===== src/rtl/exc_seq_pkg.sv =====
package exc_seq_pkg;

    localparam int XLEN       = 32;
    localparam int KIND_W     = 3;
    localparam int WORD_BYTES = XLEN / 8;

    localparam int PSW_IE_BIT = 16;
    localparam int PSW_US_BIT = 17;
    localparam int PSW_PM_BIT = 20;

    typedef enum logic [KIND_W-1:0] {
        K_UNDEF   = 3'd0,
        K_PRIV    = 3'd1,
        K_FPU     = 3'd2,
        K_IRQ     = 3'd3,
        K_IRQ_RPT = 3'd4,
        K_TRAP    = 3'd5,
        K_NMI     = 3'd6,
        K_FAST    = 3'd7
    } exc_kind_e;

    typedef enum logic [1:0] {
        RS_CANCEL,
        RS_SUSPEND,
        RS_COMPLETE
    } restart_e;

    typedef enum logic [2:0] {
        ST_IDLE,
        ST_PUSH_SR,
        ST_PUSH_PC,
        ST_VECTOR,
        ST_POP_PC,
        ST_POP_SR,
        ST_RESTORE
    } seq_st_e;

    typedef struct packed {
        logic [XLEN-1:0] pc;
        logic [XLEN-1:0] psw;
    } frame_t;

    function automatic restart_e restart_class(input exc_kind_e k);
        case (k)
            K_UNDEF, K_PRIV, K_FPU: restart_class = RS_CANCEL;
            K_IRQ_RPT:              restart_class = RS_SUSPEND;
            default:                restart_class = RS_COMPLETE;
        endcase
    endfunction

    function automatic logic [XLEN-1:0] entry_psw(input logic [XLEN-1:0] p);
        logic [XLEN-1:0] r;
        r = p;
        r[PSW_IE_BIT] = 1'b0;
        r[PSW_US_BIT] = 1'b0;
        r[PSW_PM_BIT] = 1'b0;
        return r;
    endfunction

endpackage


===== src/rtl/exc_classify.sv =====
module exc_classify
    import exc_seq_pkg::*;
(
    input  logic [KIND_W-1:0] kind,
    input  logic [XLEN-1:0]   cur_pc,
    input  logic [XLEN-1:0]   nxt_pc,
    output logic [XLEN-1:0]   save_pc,
    output logic              use_fast
);
    restart_e cls;

    always_comb begin
        cls      = restart_class(exc_kind_e'(kind));
        use_fast = (exc_kind_e'(kind) == K_FAST);
        case (cls)
            RS_CANCEL, RS_SUSPEND: save_pc = cur_pc;
            default:               save_pc = nxt_pc;
        endcase
    end
endmodule


===== src/rtl/exc_backup.sv =====
module exc_backup
    import exc_seq_pkg::*;
(
    input  logic   clk,
    input  logic   rst,
    input  logic   cap_en,
    input  frame_t cap_frame,
    output frame_t held_frame
);
    always_ff @(posedge clk) begin
        if (rst) begin
            held_frame <= '0;
        end else if (cap_en) begin
            held_frame <= cap_frame;
        end
    end
endmodule


===== src/rtl/exc_stack_agu.sv =====
module exc_stack_agu
    import exc_seq_pkg::*;
(
    input  logic            clk,
    input  logic            rst,
    input  logic            load,
    input  logic [XLEN-1:0] load_val,
    input  logic            step_dn,
    input  logic            step_up,
    output logic [XLEN-1:0] sp_q,
    output logic [XLEN-1:0] push_addr
);
    localparam logic [XLEN-1:0] STEP = XLEN'(WORD_BYTES);

    always_ff @(posedge clk) begin
        if (rst) begin
            sp_q <= '0;
        end else if (load) begin
            sp_q <= load_val;
        end else if (step_dn) begin
            sp_q <= sp_q - STEP;
        end else if (step_up) begin
            sp_q <= sp_q + STEP;
        end
    end

    assign push_addr = sp_q - STEP;
endmodule


===== src/rtl/exc_seq.sv =====
module exc_seq
    import exc_seq_pkg::*;
(
    input  logic              clk,
    input  logic              rst,
    input  logic              req_valid,
    input  logic [KIND_W-1:0] req_kind,
    input  logic              ret_valid,
    input  logic              ret_fast,
    input  logic [XLEN-1:0]   cur_pc,
    input  logic [XLEN-1:0]   nxt_pc,
    input  logic [XLEN-1:0]   cur_psw,
    input  logic [XLEN-1:0]   cur_sp,
    output logic              busy,
    output logic              mem_we,
    output logic              mem_re,
    output logic [XLEN-1:0]   mem_addr,
    output logic [XLEN-1:0]   mem_wdata,
    input  logic [XLEN-1:0]   mem_rdata,
    output logic              vec_re,
    output logic [KIND_W-1:0] vec_idx,
    input  logic [XLEN-1:0]   vec_data,
    output logic              upd_valid,
    output logic [XLEN-1:0]   new_pc,
    output logic [XLEN-1:0]   new_psw,
    output logic [XLEN-1:0]   new_sp,
    output logic              user_mode
);
    seq_st_e           st_q, st_d;
    logic [KIND_W-1:0] kind_q;
    frame_t            work_q, work_d;
    frame_t            bak_frame;
    logic              umode_q;

    logic [XLEN-1:0]   save_pc;
    logic              use_fast;
    logic              take_exc, take_ret;
    logic              bak_cap;
    logic              sp_load, sp_dn, sp_up;
    logic [XLEN-1:0]   sp_q, push_addr;

    exc_classify u_cls (
        .kind     (req_kind),
        .cur_pc   (cur_pc),
        .nxt_pc   (nxt_pc),
        .save_pc  (save_pc),
        .use_fast (use_fast)
    );

    exc_backup u_bak (
        .clk        (clk),
        .rst        (rst),
        .cap_en     (bak_cap),
        .cap_frame  ('{pc: save_pc, psw: cur_psw}),
        .held_frame (bak_frame)
    );

    exc_stack_agu u_agu (
        .clk       (clk),
        .rst       (rst),
        .load      (sp_load),
        .load_val  (cur_sp),
        .step_dn   (sp_dn),
        .step_up   (sp_up),
        .sp_q      (sp_q),
        .push_addr (push_addr)
    );

    assign take_exc = (st_q == ST_IDLE) && req_valid;
    assign take_ret = (st_q == ST_IDLE) && !req_valid && ret_valid;
    assign bak_cap  = take_exc && use_fast;
    assign sp_load  = take_exc || take_ret;
    assign sp_dn    = (st_q == ST_PUSH_SR) || (st_q == ST_PUSH_PC);
    assign sp_up    = (st_q == ST_POP_PC) || (st_q == ST_POP_SR);

    always_comb begin
        st_d   = st_q;
        work_d = work_q;
        case (st_q)
            ST_IDLE: begin
                if (take_exc) begin
                    work_d = '{pc: save_pc, psw: cur_psw};
                    st_d   = use_fast ? ST_VECTOR : ST_PUSH_SR;
                end else if (take_ret) begin
                    if (ret_fast) begin
                        work_d = bak_frame;
                        st_d   = ST_RESTORE;
                    end else begin
                        st_d   = ST_POP_PC;
                    end
                end
            end
            ST_PUSH_SR: st_d = ST_PUSH_PC;
            ST_PUSH_PC: st_d = ST_VECTOR;
            ST_VECTOR:  st_d = ST_IDLE;
            ST_POP_PC: begin
                work_d.pc = mem_rdata;
                st_d      = ST_POP_SR;
            end
            ST_POP_SR: begin
                work_d.psw = mem_rdata;
                st_d       = ST_RESTORE;
            end
            ST_RESTORE: st_d = ST_IDLE;
            default:    st_d = ST_IDLE;
        endcase
    end

    always_ff @(posedge clk) begin
        if (rst) begin
            st_q    <= ST_IDLE;
            work_q  <= '0;
            kind_q  <= '0;
            umode_q <= 1'b0;
        end else begin
            st_q   <= st_d;
            work_q <= work_d;
            if (take_exc) begin
                kind_q <= req_kind;
            end
            if (st_q == ST_VECTOR) begin
                umode_q <= 1'b0;
            end else if (st_q == ST_RESTORE) begin
                umode_q <= work_q.psw[PSW_PM_BIT];
            end
        end
    end

    always_comb begin
        busy      = (st_q != ST_IDLE);
        mem_we    = 1'b0;
        mem_re    = 1'b0;
        mem_addr  = '0;
        mem_wdata = '0;
        vec_re    = 1'b0;
        vec_idx   = '0;
        upd_valid = 1'b0;
        new_pc    = '0;
        new_psw   = '0;
        new_sp    = '0;
        case (st_q)
            ST_PUSH_SR: begin
                mem_we    = 1'b1;
                mem_addr  = push_addr;
                mem_wdata = work_q.psw;
            end
            ST_PUSH_PC: begin
                mem_we    = 1'b1;
                mem_addr  = push_addr;
                mem_wdata = work_q.pc;
            end
            ST_POP_PC, ST_POP_SR: begin
                mem_re   = 1'b1;
                mem_addr = sp_q;
            end
            ST_VECTOR: begin
                vec_re    = 1'b1;
                vec_idx   = kind_q;
                upd_valid = 1'b1;
                new_pc    = vec_data;
                new_psw   = entry_psw(work_q.psw);
                new_sp    = sp_q;
            end
            ST_RESTORE: begin
                upd_valid = 1'b1;
                new_pc    = work_q.pc;
                new_psw   = work_q.psw;
                new_sp    = sp_q;
            end
            default: ;
        endcase
    end

    assign user_mode = umode_q;
endmodule


===== config.mk =====
export PLATFORM = sky130hd
export DESIGN_NAME = exc_seq
export DESIGN_NICKNAME = d
export VERILOG_FILES = /design/src/rtl/exc_seq_pkg.sv /design/src/rtl/exc_classify.sv /design/src/rtl/exc_backup.sv /design/src/rtl/exc_stack_agu.sv /design/src/rtl/exc_seq.sv
export SDC_FILE = /design/constraint.sdc
export NUM_CORES = 1
export LEC_CHECK = 0
export ABC_AREA = 1
export CAP_MARGIN = 15
export CELL_PAD_IN_SITES_DETAIL_PLACEMENT = 2
export CELL_PAD_IN_SITES_GLOBAL_PLACEMENT = 2
export CORE_MARGIN = 2
export CORE_UTILIZATION = 24
export CTS_BUF_LIST = sky130_fd_sc_hd__clkbuf_2
export DETAILED_ROUTE_END_ITERATION = 12
export GPL_ROUTABILITY_DRIVEN = 0
export HOLD_SLACK_MARGIN = 0.06
export PLACE_DENSITY_LB_ADDON = 0.25
export SLEW_MARGIN = 15
export SYNTH_ARGS = -nofsm -noshare
export SYNTH_HDL_FRONTEND = slang
export SYNTH_SLANG_ARGS = --single-unit

===== constraint.sdc =====
create_clock -name clk -period 2.3 [get_ports clk]
set_clock_uncertainty 0.15 [all_clocks]
set_input_delay 0.46 -clock clk [delete_from_list [all_inputs] [get_ports clk]]
set_output_delay 0.46 -clock clk [all_outputs]
set_load 0.005 [all_outputs]

==> results of run 1 <==
[registers in the layout (all words and copies together) (netlist names)]
name and count:
u_agu.sp_q 32, u_bak.held_frame 64, user_mode 1, work_q 64
st_q 3, kind_q 3
[Yosys cell counts, types with 3 or more instances]
cell,n,share of area [%]
a211oi_1,12,0.82
a21oi_1,145,6.6
a31oi_1,38,2.2
buf_1,7,0.24
buf_2,42,1.9
buf_4,4,0.27
clkbuf_1,70,2.4
dfxtp_1,167,31
inv_1,205,7.0
inv_2,10,0.34
mux2_2,32,3.3
nand2_1,420,14
nand2_2,7,0.40
nand3_1,85,3.9
nand3_2,4,0.37
nand4_1,5,0.29
nor2_1,223,7.7
nor3_1,5,0.23
o211ai_1,27,1.9
o21ai_0,195,8.9
o21ai_1,38,1.7
o221ai_1,5,0.40
o22ai_1,33,1.9
or2_2,3,0.17
xor2_1,8,0.64
[worst max path at each step]
stage                     slack [ps]      endpoint  depth (start not counted)
after floorplan                  200  mem_addr[14]                          8
after global placement          -390     new_pc[0]                          6
after detailed placement        -480  mem_addr[30]                          8
after CTS                       -800  mem_addr[21]                         11
after global routing           -1130  mem_addr[26]                         10
final                          -1000  mem_addr[21]                         10
[area by class of cell]
type                       count  area share [%]
antenna                        4          0.0467
clock buffer                  19           0.444
clock inverter                13           0.601
inverter                     216            4.27
multi-input combinational   1298            38.4
sequential                   167            16.0
tap                          600            3.50
timing repair buffer         818            36.7
timing repair inverter         1          0.0525
[worst reg2reg max path, stage by stage (launching register included)]
cell     delay [ps]
dfxtp_4         450
buf_6           120
nor2_4          160
nand2_4         120
nor2_4          190
nand2_2         130
o21ai_2         200
nand3_2         110
buf_4           150
buf_6           110
buf_6           110
buf_6           110
buf_6           100
buf_6           100
buf_4           120
buf_4           120
buf_4           130
buf_4           130
nand2_2          60
nand2_2          50
a21oi_2         170
[cell usage in the layout, fill, tap and decap left out, drive strengths merged, types with 2 or more instances in the layout]
| cell | Yosys | layout |
|---|---|---|
| a31oi | 38 | 38 |
| xor2 | 8 | 8 |
| clkinvlp | 0 | 3 |
| clkdlybuf4s50 | 0 | 198 |
| clkinv | 1 | 12 |
| mux2 | 32 | 32 |
| o22ai | 33 | 33 |
| o21ai | 234 | 234 |
| nand4 | 5 | 5 |
| ha | 2 | 2 |
| buf | 55 | 536 |
| o211ai | 27 | 27 |
| bufinv | 0 | 2 |
| a21oi | 145 | 145 |
| nor3 | 6 | 6 |
| nand2 | 427 | 427 |
| or2 | 3 | 3 |
| clkbuf | 71 | 35 |
| o221ai | 5 | 5 |
| diode | 0 | 4 |
| dlygate4sd3 | 0 | 66 |
| inv | 215 | 213 |
| nor2 | 227 | 227 |
| nand3 | 89 | 89 |
| dfxtp | 167 | 167 |
| a211oi | 12 | 12 |
[kinds of logic (layout without fill, tap and decap cells)]
family / after synthesis / in the layout / share of synthesized area [%]
and+or+nand+nor: 758 / 758 / 27.9
AOI/OAI and AO/OA: 498 / 498 / 24.9
buffers and inverters: 342 / 1067 / 12.5
DFF: 167 / 167 / 30.6
muxes: 32 / 32 / 3.29
xor gates and xnor gates: 8 / 8 / 0.640
adders and majority gates: 2 / 2 / 0.229
other: 0 / 4 / 0
[metal layers]
| layer | vias up | global-route usage (%) | part of all wire, % |
|---|---|---|---|
| met5 | - | 0 | 0.027 |
| met4 | 4 | 12.0 | 6.8 |
| met3 | 357 | 4.27 | 5.8 |
| met2 | 777 | 55.1 | 50 |
| met1 | 8622 | 35.4 | 37 |
| li1 | 7348 | - | - |
[metrics by stage]
stage	hold slack (ps)	cell area [um2]	cells	util, %
global route	65.5	21400	3134	47.4
floorplan	280	10900	1807	-
global placement	287	16800	2862	37.1
detailed placement	299	16800	2862	37.1
CTS	61.6	19200	3050	42.4
finish	58.8	21400	3136	47.4
[power breakdown]
group / internal [mW] / switching [mW]
logic: 8.91 / 12.6
clock network: 0.503 / 1.27
registers: 3.68 / 0.713
total: 13.1 / 14.6
[repair_timing]
item | CTS | global route
pin swaps | 51 | 59
endpoints found under the setup margin | 205 | 313
hold buffers | 66 | 0
setup buffers | 83 | 81
gates resized for setup | 980 | 477
gates cloned | 10 | 20
hold endpoints to repair | 121 | 0
==> flow_metrics.py, run 1 <==
metrics = {
    "status": {
        "status": "finished with violations",
        "violations": "negative setup slack",
    },
    "global_routing": {
        "grt_pass1_vias": 17400,
        "grt_first_pass_wirelength_um": 109000,
        "antenna_found_initial": 6,
        "grt_max_degree": 60,
        "gr-usage-all-layers_pct": 30.2,
        "overflow": 0,
    },
    "timing": {
        "slew_viol_final": 0,
        "worst_slew_pin_slew_ps": 630,
        "setup-violations-final": 216,
        "tns_ps": -137320,
        "fmax_ghz": 0.303,
        "rsz0062_at_grt": "true",
        "hold_viol": 0,
        "min_period_over_period_pct": 144,
        "finalCriticalPeriod_ps": 3300,
        "slew_headroom_pct": 58.0,
        "setup_slack_ps": -1000,
    },
    "clock_network": {
        "clock-root-buffer": "clkbuf_2",
        "cts_buffers": 17,
        "clockBufferDepth": 2,
        "cts_htree_levels": 4,
        "cts_tree": "built",
        "clock_sinks": 167,
        "clkTransAtPathRegs_ps": 310,
        "clkLatencyLatePin_ps": 910,
    },
    "worst_setup_path": {
        "arrival_ps": 2690,
        "reg2reg_from": "u_agu.sp_q[6]",
        "reg2reg_slack_ps": -870,
        "crit_chain": "clkinv_4 > buf_6 > nand2_4 > nor2_4 > buf_6 > nand2_8 > o21ai_0 > nand3_2 > o21ai_1 > buf_2",
        "crit_top_cell": "buf_6",
        "critPathBufInv": 4,
        "cp.required_ps": 1690,
        "critPathLaunchType": "register",
        "cp_top_family": "simple AND/OR/NAND/NOR gates",
        "cp_max_fo": 4,
        "r2r-end": "u_agu.sp_q[20]",
        "cp-startpoint": "u_agu.sp_q[2]",
        "cpPeakStageDelay_ps": 440,
        "r2r_cells": 20,
        "cp_slowest_cell": "dfxtp_4",
        "worst-setup-path-type": "register to output port",
        "worst_setup_path_end_kind": "output port",
    },
    "detailed_routing": {
        "drtIter0Drc": 1169,
        "vias": 17100,
        "firstDrtPassIters": 5,
        "ant_nets": 0,
        "drt-total-wl_um": 89800,
        "drc_errors": 0,
        "wl_per_cell_um": 28.6,
        "via_per_inst": 5.46,
    },
    "logic_synthesis": {
        "synth-async-reset-ratio_pct": 0,
        "syn_inst": 1807,
        "syn_nets": 2009,
        "yosys_warnings": 0,
        "synth_enable_flop_cells": 0,
        "ys.flop_type": "dfxtp_1",
        "synth.avg_cell_area_um2": 6.05,
        "yosys.cell_types.count": 38,
        "ys_ff_latch": 167,
        "ys_seq_area_share_pct": 30.6,
        "netlist_area_um2": 10900,
    },
    "pwr": {
        "p_per_area_nw_per_um2": 1290,
        "vdd_drop_max_mv": 0.622,
        "total_power_mw": 27.7,
        "p_leak_nw": 9.03,
    },
    "final_layout": {
        "fillers": 4984,
        "drive_above_1_share_pct": 40.0,
        "register_area_um2": 3420,
        "multi_input_area_um2": 8220,
        "layout.nets": 2721,
        "syn2layout_area_growth_pct": 95.9,
    },
    "die": {
        "io_pins": 369,
        "die_area_um2": 47300,
        "die_w_um": 218,
        "initial_core_util_pct": 24.2,
        "core_area_um2": 45200,
        "die_h_um": 218,
        "num_rows": 78,
    },
    "placed_design": {
        "place_hpwl_um": 47800,
        "io_buffers": 368,
        "dpl_worst_slack_ps": -483,
    },
    "worst_hold_path": {
        "hold_path_depth": 3,
        "whs_endpoint": "u_agu.sp_q[4]",
        "hold_path.class": "input port to register",
        "min-delay-start": "cur_sp[4]",
    },
    "run": {
        "max_cap_viol_count": 0,
    },
}
No activity file was read; power rests on OpenSTA's default activity.
==> run 2, diff against run 1 <==
--- a/config.mk
+++ b/config.mk
@@ -7,7 +7,7 @@
 export LEC_CHECK = 0
 export ABC_AREA = 1
 export CAP_MARGIN = 15
-export CELL_PAD_IN_SITES_DETAIL_PLACEMENT = 2
+export CELL_PAD_IN_SITES_DETAIL_PLACEMENT = 1
 export CELL_PAD_IN_SITES_GLOBAL_PLACEMENT = 2
 export CORE_MARGIN = 2
 export CORE_UTILIZATION = 24
@@ -16,6 +16,7 @@
 export GPL_ROUTABILITY_DRIVEN = 0
 export HOLD_SLACK_MARGIN = 0.06
 export PLACE_DENSITY_LB_ADDON = 0.25
+export RECOVER_POWER = 25
 export SLEW_MARGIN = 15
 export SYNTH_ARGS = -nofsm -noshare
 export SYNTH_HDL_FRONTEND = slang
==> flow_metrics.py, run 2 (synthesis gave the netlist of run 1 again) <==
metrics = {
    "global_routing": {
        "antenna_found_initial": 4,
        "overflow": 0,
        "grt_max_degree": 60,
        "grt_pass1_vias": 15400,
        "grt_first_pass_wirelength_um": 90800,
        "gr-usage-all-layers_pct": 25.0,
    },
    "final_layout": {
        "mostFrequentLayoutCells": "nand2_1, buf_4, clkdlybuf4s50_1, inv_1, dfxtp_1",
        "fin_cells": 3110,
        "final_common_cell": "nand2_1",
        "syn2layout_area_growth_pct": 87.4,
        "multi_input_area_um2": 7690,
        "fillers": 5624,
        "top_regs": "u_bak.held_frame x64, work_q x64, u_agu.sp_q x32",
        "finish.instance_area_um2": 20500,
        "layout.nets": 2696,
        "register_area_um2": 3410,
        "post-route-util_pct": 45.4,
        "drive_above_1_share_pct": 36.9,
    },
    "timing": {
        "setup_slack_ps": -777,
        "slew_viol_final": 0,
        "min_period_over_period_pct": 134,
        "worst_slew_pin_slew_ps": 574,
        "hold-worst-slack_ps": 164,
        "slew_headroom_pct": 61.7,
        "hold_viol": 0,
        "tns_ps": -123150,
        "setup-violations-final": 328,
        "fmax_ghz": 0.325,
        "rsz0062_at_grt": "true",
        "finalCriticalPeriod_ps": 3080,
    },
    "clock_network": {
        "clkLatencyLatePin_ps": 840,
        "clkTransAtPathRegs_ps": 280,
        "cts_tree": "built",
        "clock_sinks": 167,
        "cts_buffers": 17,
        "clock-root-buffer": "clkbuf_2",
        "clockBufferDepth": 2,
        "cts_htree_levels": 4,
    },
    "die": {
        "num_rows": 78,
        "die_h_um": 218,
        "core_area_um2": 45200,
        "die_area_um2": 47300,
        "initial_core_util_pct": 24.2,
        "die_w_um": 218,
        "io_pins": 369,
    },
    "pwr": {
        "p_leak_nw": 8.73,
        "vdd_drop_max_mv": 0.621,
        "p_per_area_nw_per_um2": 1130,
    },
    "detailed_routing": {
        "drtIter0Drc": 774,
        "via_per_inst": 4.88,
        "firstDrtPassIters": 5,
        "drc_errors": 0,
        "ant_nets": 0,
        "drt-total-wl_um": 64500,
        "vias": 15200,
        "wl_per_cell_um": 20.7,
    },
    "worst_setup_path": {
        "worst_setup_path_end_kind": "register",
        "critPathLaunchType": "register",
        "arrival_ps": 3720,
        "reg2reg_slack_ps": -780,
        "cp_max_fo": 4,
        "cp.required_ps": 2940,
        "worst-setup-path-type": "register to register",
    },
    "placed_design": {
        "placed_cells": 2862,
        "io_buffers": 368,
        "place_hpwl_um": 44400,
        "placed_area_um2": 16800,
    },
    "run": {
        "max_cap_viol_count": 0,
    },
    "worst_hold_path": {
        "hold_path.class": "input port to register",
    },
    "status": {
        "violations": "negative setup slack",
        "status": "finished with violations",
    },
}
-- run 2: cell types whose count changed in the layout (fill, tap and decap cells not counted), sizes merged --
| cell | previous run | this run |
|---|---|---|
| dlygate4sd3 | 66 | 78 |
| bufbuf | 0 | 1 |
| diode | 4 | 3 |
| clkbuf | 35 | 34 |
| bufinv | 2 | 3 |
| buf | 536 | 478 |
| clkinv | 12 | 10 |
| clkdlybuf4s15 | 1 | 21 |
| inv | 213 | 215 |
-- run 2: layout make-up --
type | count | area share, %
multi-input combinational | 1298 | 37.5
antenna | 3 | 0.0366
sequential | 167 | 16.7
inverter | 216 | 4.30
timing repair inverter | 1 | 0.0549
timing repair buffer | 793 | 36.5
tap | 600 | 3.66
clock buffer | 18 | 0.440
clock inverter | 14 | 0.842
-- run 2: worst paths after layout --
kind	to	startpoint	cells past startpoint
hold / removal	u_bak.held_frame[10]	cur_psw[10]	3
hold reg to reg	u_bak.held_frame[21]	u_bak.held_frame[21]	2
setup / recovery	u_agu.sp_q[25]	u_agu.sp_q[3]	23
setup reg to reg	u_agu.sp_q[25]	u_agu.sp_q[3]	23
-- run 2: where the power goes --
part / switching (mW) / internal (mW)
Combinational: 9.62 / 7.50
Sequential: 0.596 / 3.66
Clock: 1.23 / 0.622
Total: 11.4 / 11.8
-- run 2: per-layer routing --
layer  routed length, um  global-route usage (%)  vias up
met5                  13                       0        -
met4                1790                    7.44        2
met3                2590                    4.18       85
met2               32200                    43.8      393
met1               27900                    31.1     7381
li1                    -                       -     7310
-- run 2: what timing repair did --
item | 4_1_cts | 5_1_grt
hold buffers | 74 | 4
gates cloned | 6 | 15
resized for setup | 741 | 529
pin swaps | 48 | 58
buffers inserted | 59 | 63
hold endpoints to repair | 128 | 4
setup endpoints to repair | 191 | 304
-- run 2: worst max-delay path: stages, from the launching register on --
cell and delay (ps):
dfxtp_4 430, nor2_4 130, nand2_4 80, nor2_4 210, nand2_4 100, inv_4 90, nand2_4 60, a21oi_4 130
o21ai_2 80, buf_4 140, buf_6 110, buf_4 110, buf_4 120, buf_4 120, buf_4 120, buf_4 120
buf_4 120, buf_4 120, buf_4 120, buf_4 120, buf_4 120, nand3_2 50, nand2_1 50, inv_1 40
-- run 2: stage by stage --
| stage | setup WS, ps | power, mW |
|---|---|---|
| after CTS | -810 | 20.5 |
| final | -777 | 23.2 |
| after floorplan | 200 | 10.2 |
| after global routing | -960 | 24.7 |
| after detailed placement | -416 | 16.8 |
| after global placement | -393 | 16.6 |
==> run 3, diff against run 2 <==
--- a/config.mk
+++ b/config.mk
@@ -15,7 +15,7 @@
 export DETAILED_ROUTE_END_ITERATION = 12
 export GPL_ROUTABILITY_DRIVEN = 0
 export HOLD_SLACK_MARGIN = 0.06
-export PLACE_DENSITY_LB_ADDON = 0.25
+export PLACE_DENSITY_LB_ADDON = 0.12
 export RECOVER_POWER = 25
 export SLEW_MARGIN = 15
 export SYNTH_ARGS = -nofsm -noshare
==> flow_metrics.py, run 3 (synthesis gave the netlist of run 1 again) <==
metrics = {
    "status": {
        "violations": "negative setup slack",
        "status": "finished with violations",
    },
    "timing": {
        "slew_viol_final": 0,
        "fmax_ghz": 0.297,
        "slew_headroom_pct": 51.2,
        "min_period_over_period_pct": 146,
        "setup_slack_ps": -1070,
        "tns_ps": -181500,
        "setup-violations-final": 333,
        "hold_viol": 0,
        "hold-worst-slack_ps": 191,
        "finalCriticalPeriod_ps": 3370,
        "rsz0062_at_grt": "true",
        "worst_slew_pin_slew_ps": 731,
    },
    "die": {
        "die_h_um": 218,
        "core_area_um2": 45200,
        "initial_core_util_pct": 24.2,
        "die_w_um": 218,
        "io_pins": 369,
        "num_rows": 78,
        "die_area_um2": 47300,
    },
    "worst_setup_path": {
        "critPathLaunchType": "register",
        "cp_max_fo": 6,
        "worst_setup_path_end_kind": "register",
        "worst-setup-path-type": "register to register",
        "arrival_ps": 4140,
        "cp.required_ps": 3070,
    },
    "detailed_routing": {
        "drt-total-wl_um": 66900,
        "ant_nets": 0,
        "firstDrtPassIters": 5,
        "via_per_inst": 4.84,
        "drc_errors": 0,
        "vias": 15600,
        "wl_per_cell_um": 20.8,
        "drtIter0Drc": 635,
    },
    "global_routing": {
        "antenna_found_initial": 3,
        "grt_pass1_vias": 16300,
        "grt_first_pass_wirelength_um": 94900,
        "grt_max_degree": 60,
        "overflow": 0,
        "gr-usage-all-layers_pct": 26.2,
    },
    "clock_network": {
        "cts_buffers": 17,
        "clkTransAtPathRegs_ps": 330,
        "cts_htree_levels": 4,
        "clock_sinks": 167,
        "clkLatencyLatePin_ps": 1000,
        "cts_tree": "built",
        "clock-root-buffer": "clkbuf_2",
        "clockBufferDepth": 2,
    },
    "pwr": {
        "p_leak_nw": 9.29,
        "p_per_area_nw_per_um2": 1110,
        "total_power_mw": 24.1,
        "vdd_drop_max_mv": 0.531,
    },
    "final_layout": {
        "top_regs": "u_bak.held_frame x64, work_q x64, u_agu.sp_q x32",
        "syn2layout_area_growth_pct": 98.2,
        "drive_above_1_share_pct": 35.9,
        "layout.nets": 2802,
        "fin_cells": 3215,
        "post-route-util_pct": 48.0,
        "finish.instance_area_um2": 21700,
        "mostFrequentLayoutCells": "nand2_1, buf_4, clkdlybuf4s50_1, inv_1, dlygate4sd3_1",
        "final_common_cell": "nand2_1",
        "fillers": 5586,
    },
    "placed_design": {
        "placed_area_um2": 16900,
        "dpl_worst_slack_ps": -443,
        "placed_cells": 2886,
        "io_buffers": 368,
        "place_hpwl_um": 45100,
    },
    "run": {
        "max_cap_viol_count": 0,
    },
    "worst_hold_path": {
        "hold_path.class": "input port to register",
    },
}
==> run 3: cell types whose count changed in the layout (fill, tap and decap cells not counted), sizes merged, moves of 2 or more <==
cell           previous run  this run
bufinv                    3         0
clkdlybuf4s15            21         3
clkinvlp                  3         1
dlygate4sd3              78       156
inv                     215       219
buf                     478       498
clkbuf                   34        58
dlygate4sd2               0         2
clkinv                   10        12
==> run 3: power breakdown <==
part	leakage, nW	internal (mW)	switching [mW]
sequential	1.38	3.65	0.532
clock	0.151	0.379	1.44
combinational	7.76	8.20	9.89
==> run 3: worst max-delay path: stages (launching register included) <==
cell and delay, ps:
dfxtp_4 450, buf_6 110, buf_6 90, nand3_4 90, nand2_4 110, buf_12 150, buf_12 130, nand3_2 100
buf_4 150, buf_4 120, buf_4 120, buf_4 110, buf_4 120, buf_4 120, buf_4 120, buf_4 120
buf_4 120, buf_4 120, buf_4 120, buf_4 120, buf_4 130, nand3_1 90, nand2_2 70, a21oi_2 160
==> run 3: layer usage <==
layer  GRT usage (%)  wire (um)  up-vias
met5               0          0        -
met4            9.77       2370        0
met3            4.63       2560       94
met2            49.3      35600      394
met1            29.1      26300     7554
li1                -          -     7508
==> run 3: final timing paths <==
path	from	end	slack, ps	cells past startpoint
min	nxt_pc[1]	u_bak.held_frame[33]	190	6
max	st_q[1]	u_agu.sp_q[16]	-1070	23
max reg2reg	st_q[1]	u_agu.sp_q[16]	-1070	23
min reg2reg	u_bak.held_frame[14]	u_bak.held_frame[14]	320	2
==> run 3: repair_timing <==
action / in CTS / in global routing
endpoints found under the hold margin: 167 / 0
resized for setup: 735 / 575
hold buffers: 156 / 0
setup buffers: 68 / 69
endpoints found under the setup margin: 170 / 282
cloned: 5 / 18
pin swaps: 39 / 54
==> run 3: layout make-up <==
type                    count  area (um2)  share of cell area, %
diodes                      2        5.00                 0.0231
clock buffers              17        85.1                  0.392
clock inverters            15         178                  0.819
inverters                 216         888                   4.10
multi-input cells        1298        7870                   36.3
flip-flops and latches    167        3400                   15.7
well taps                 600         751                   3.46
repair buffers            899        8490                   39.2
repair inverters            1        16.3                 0.0750
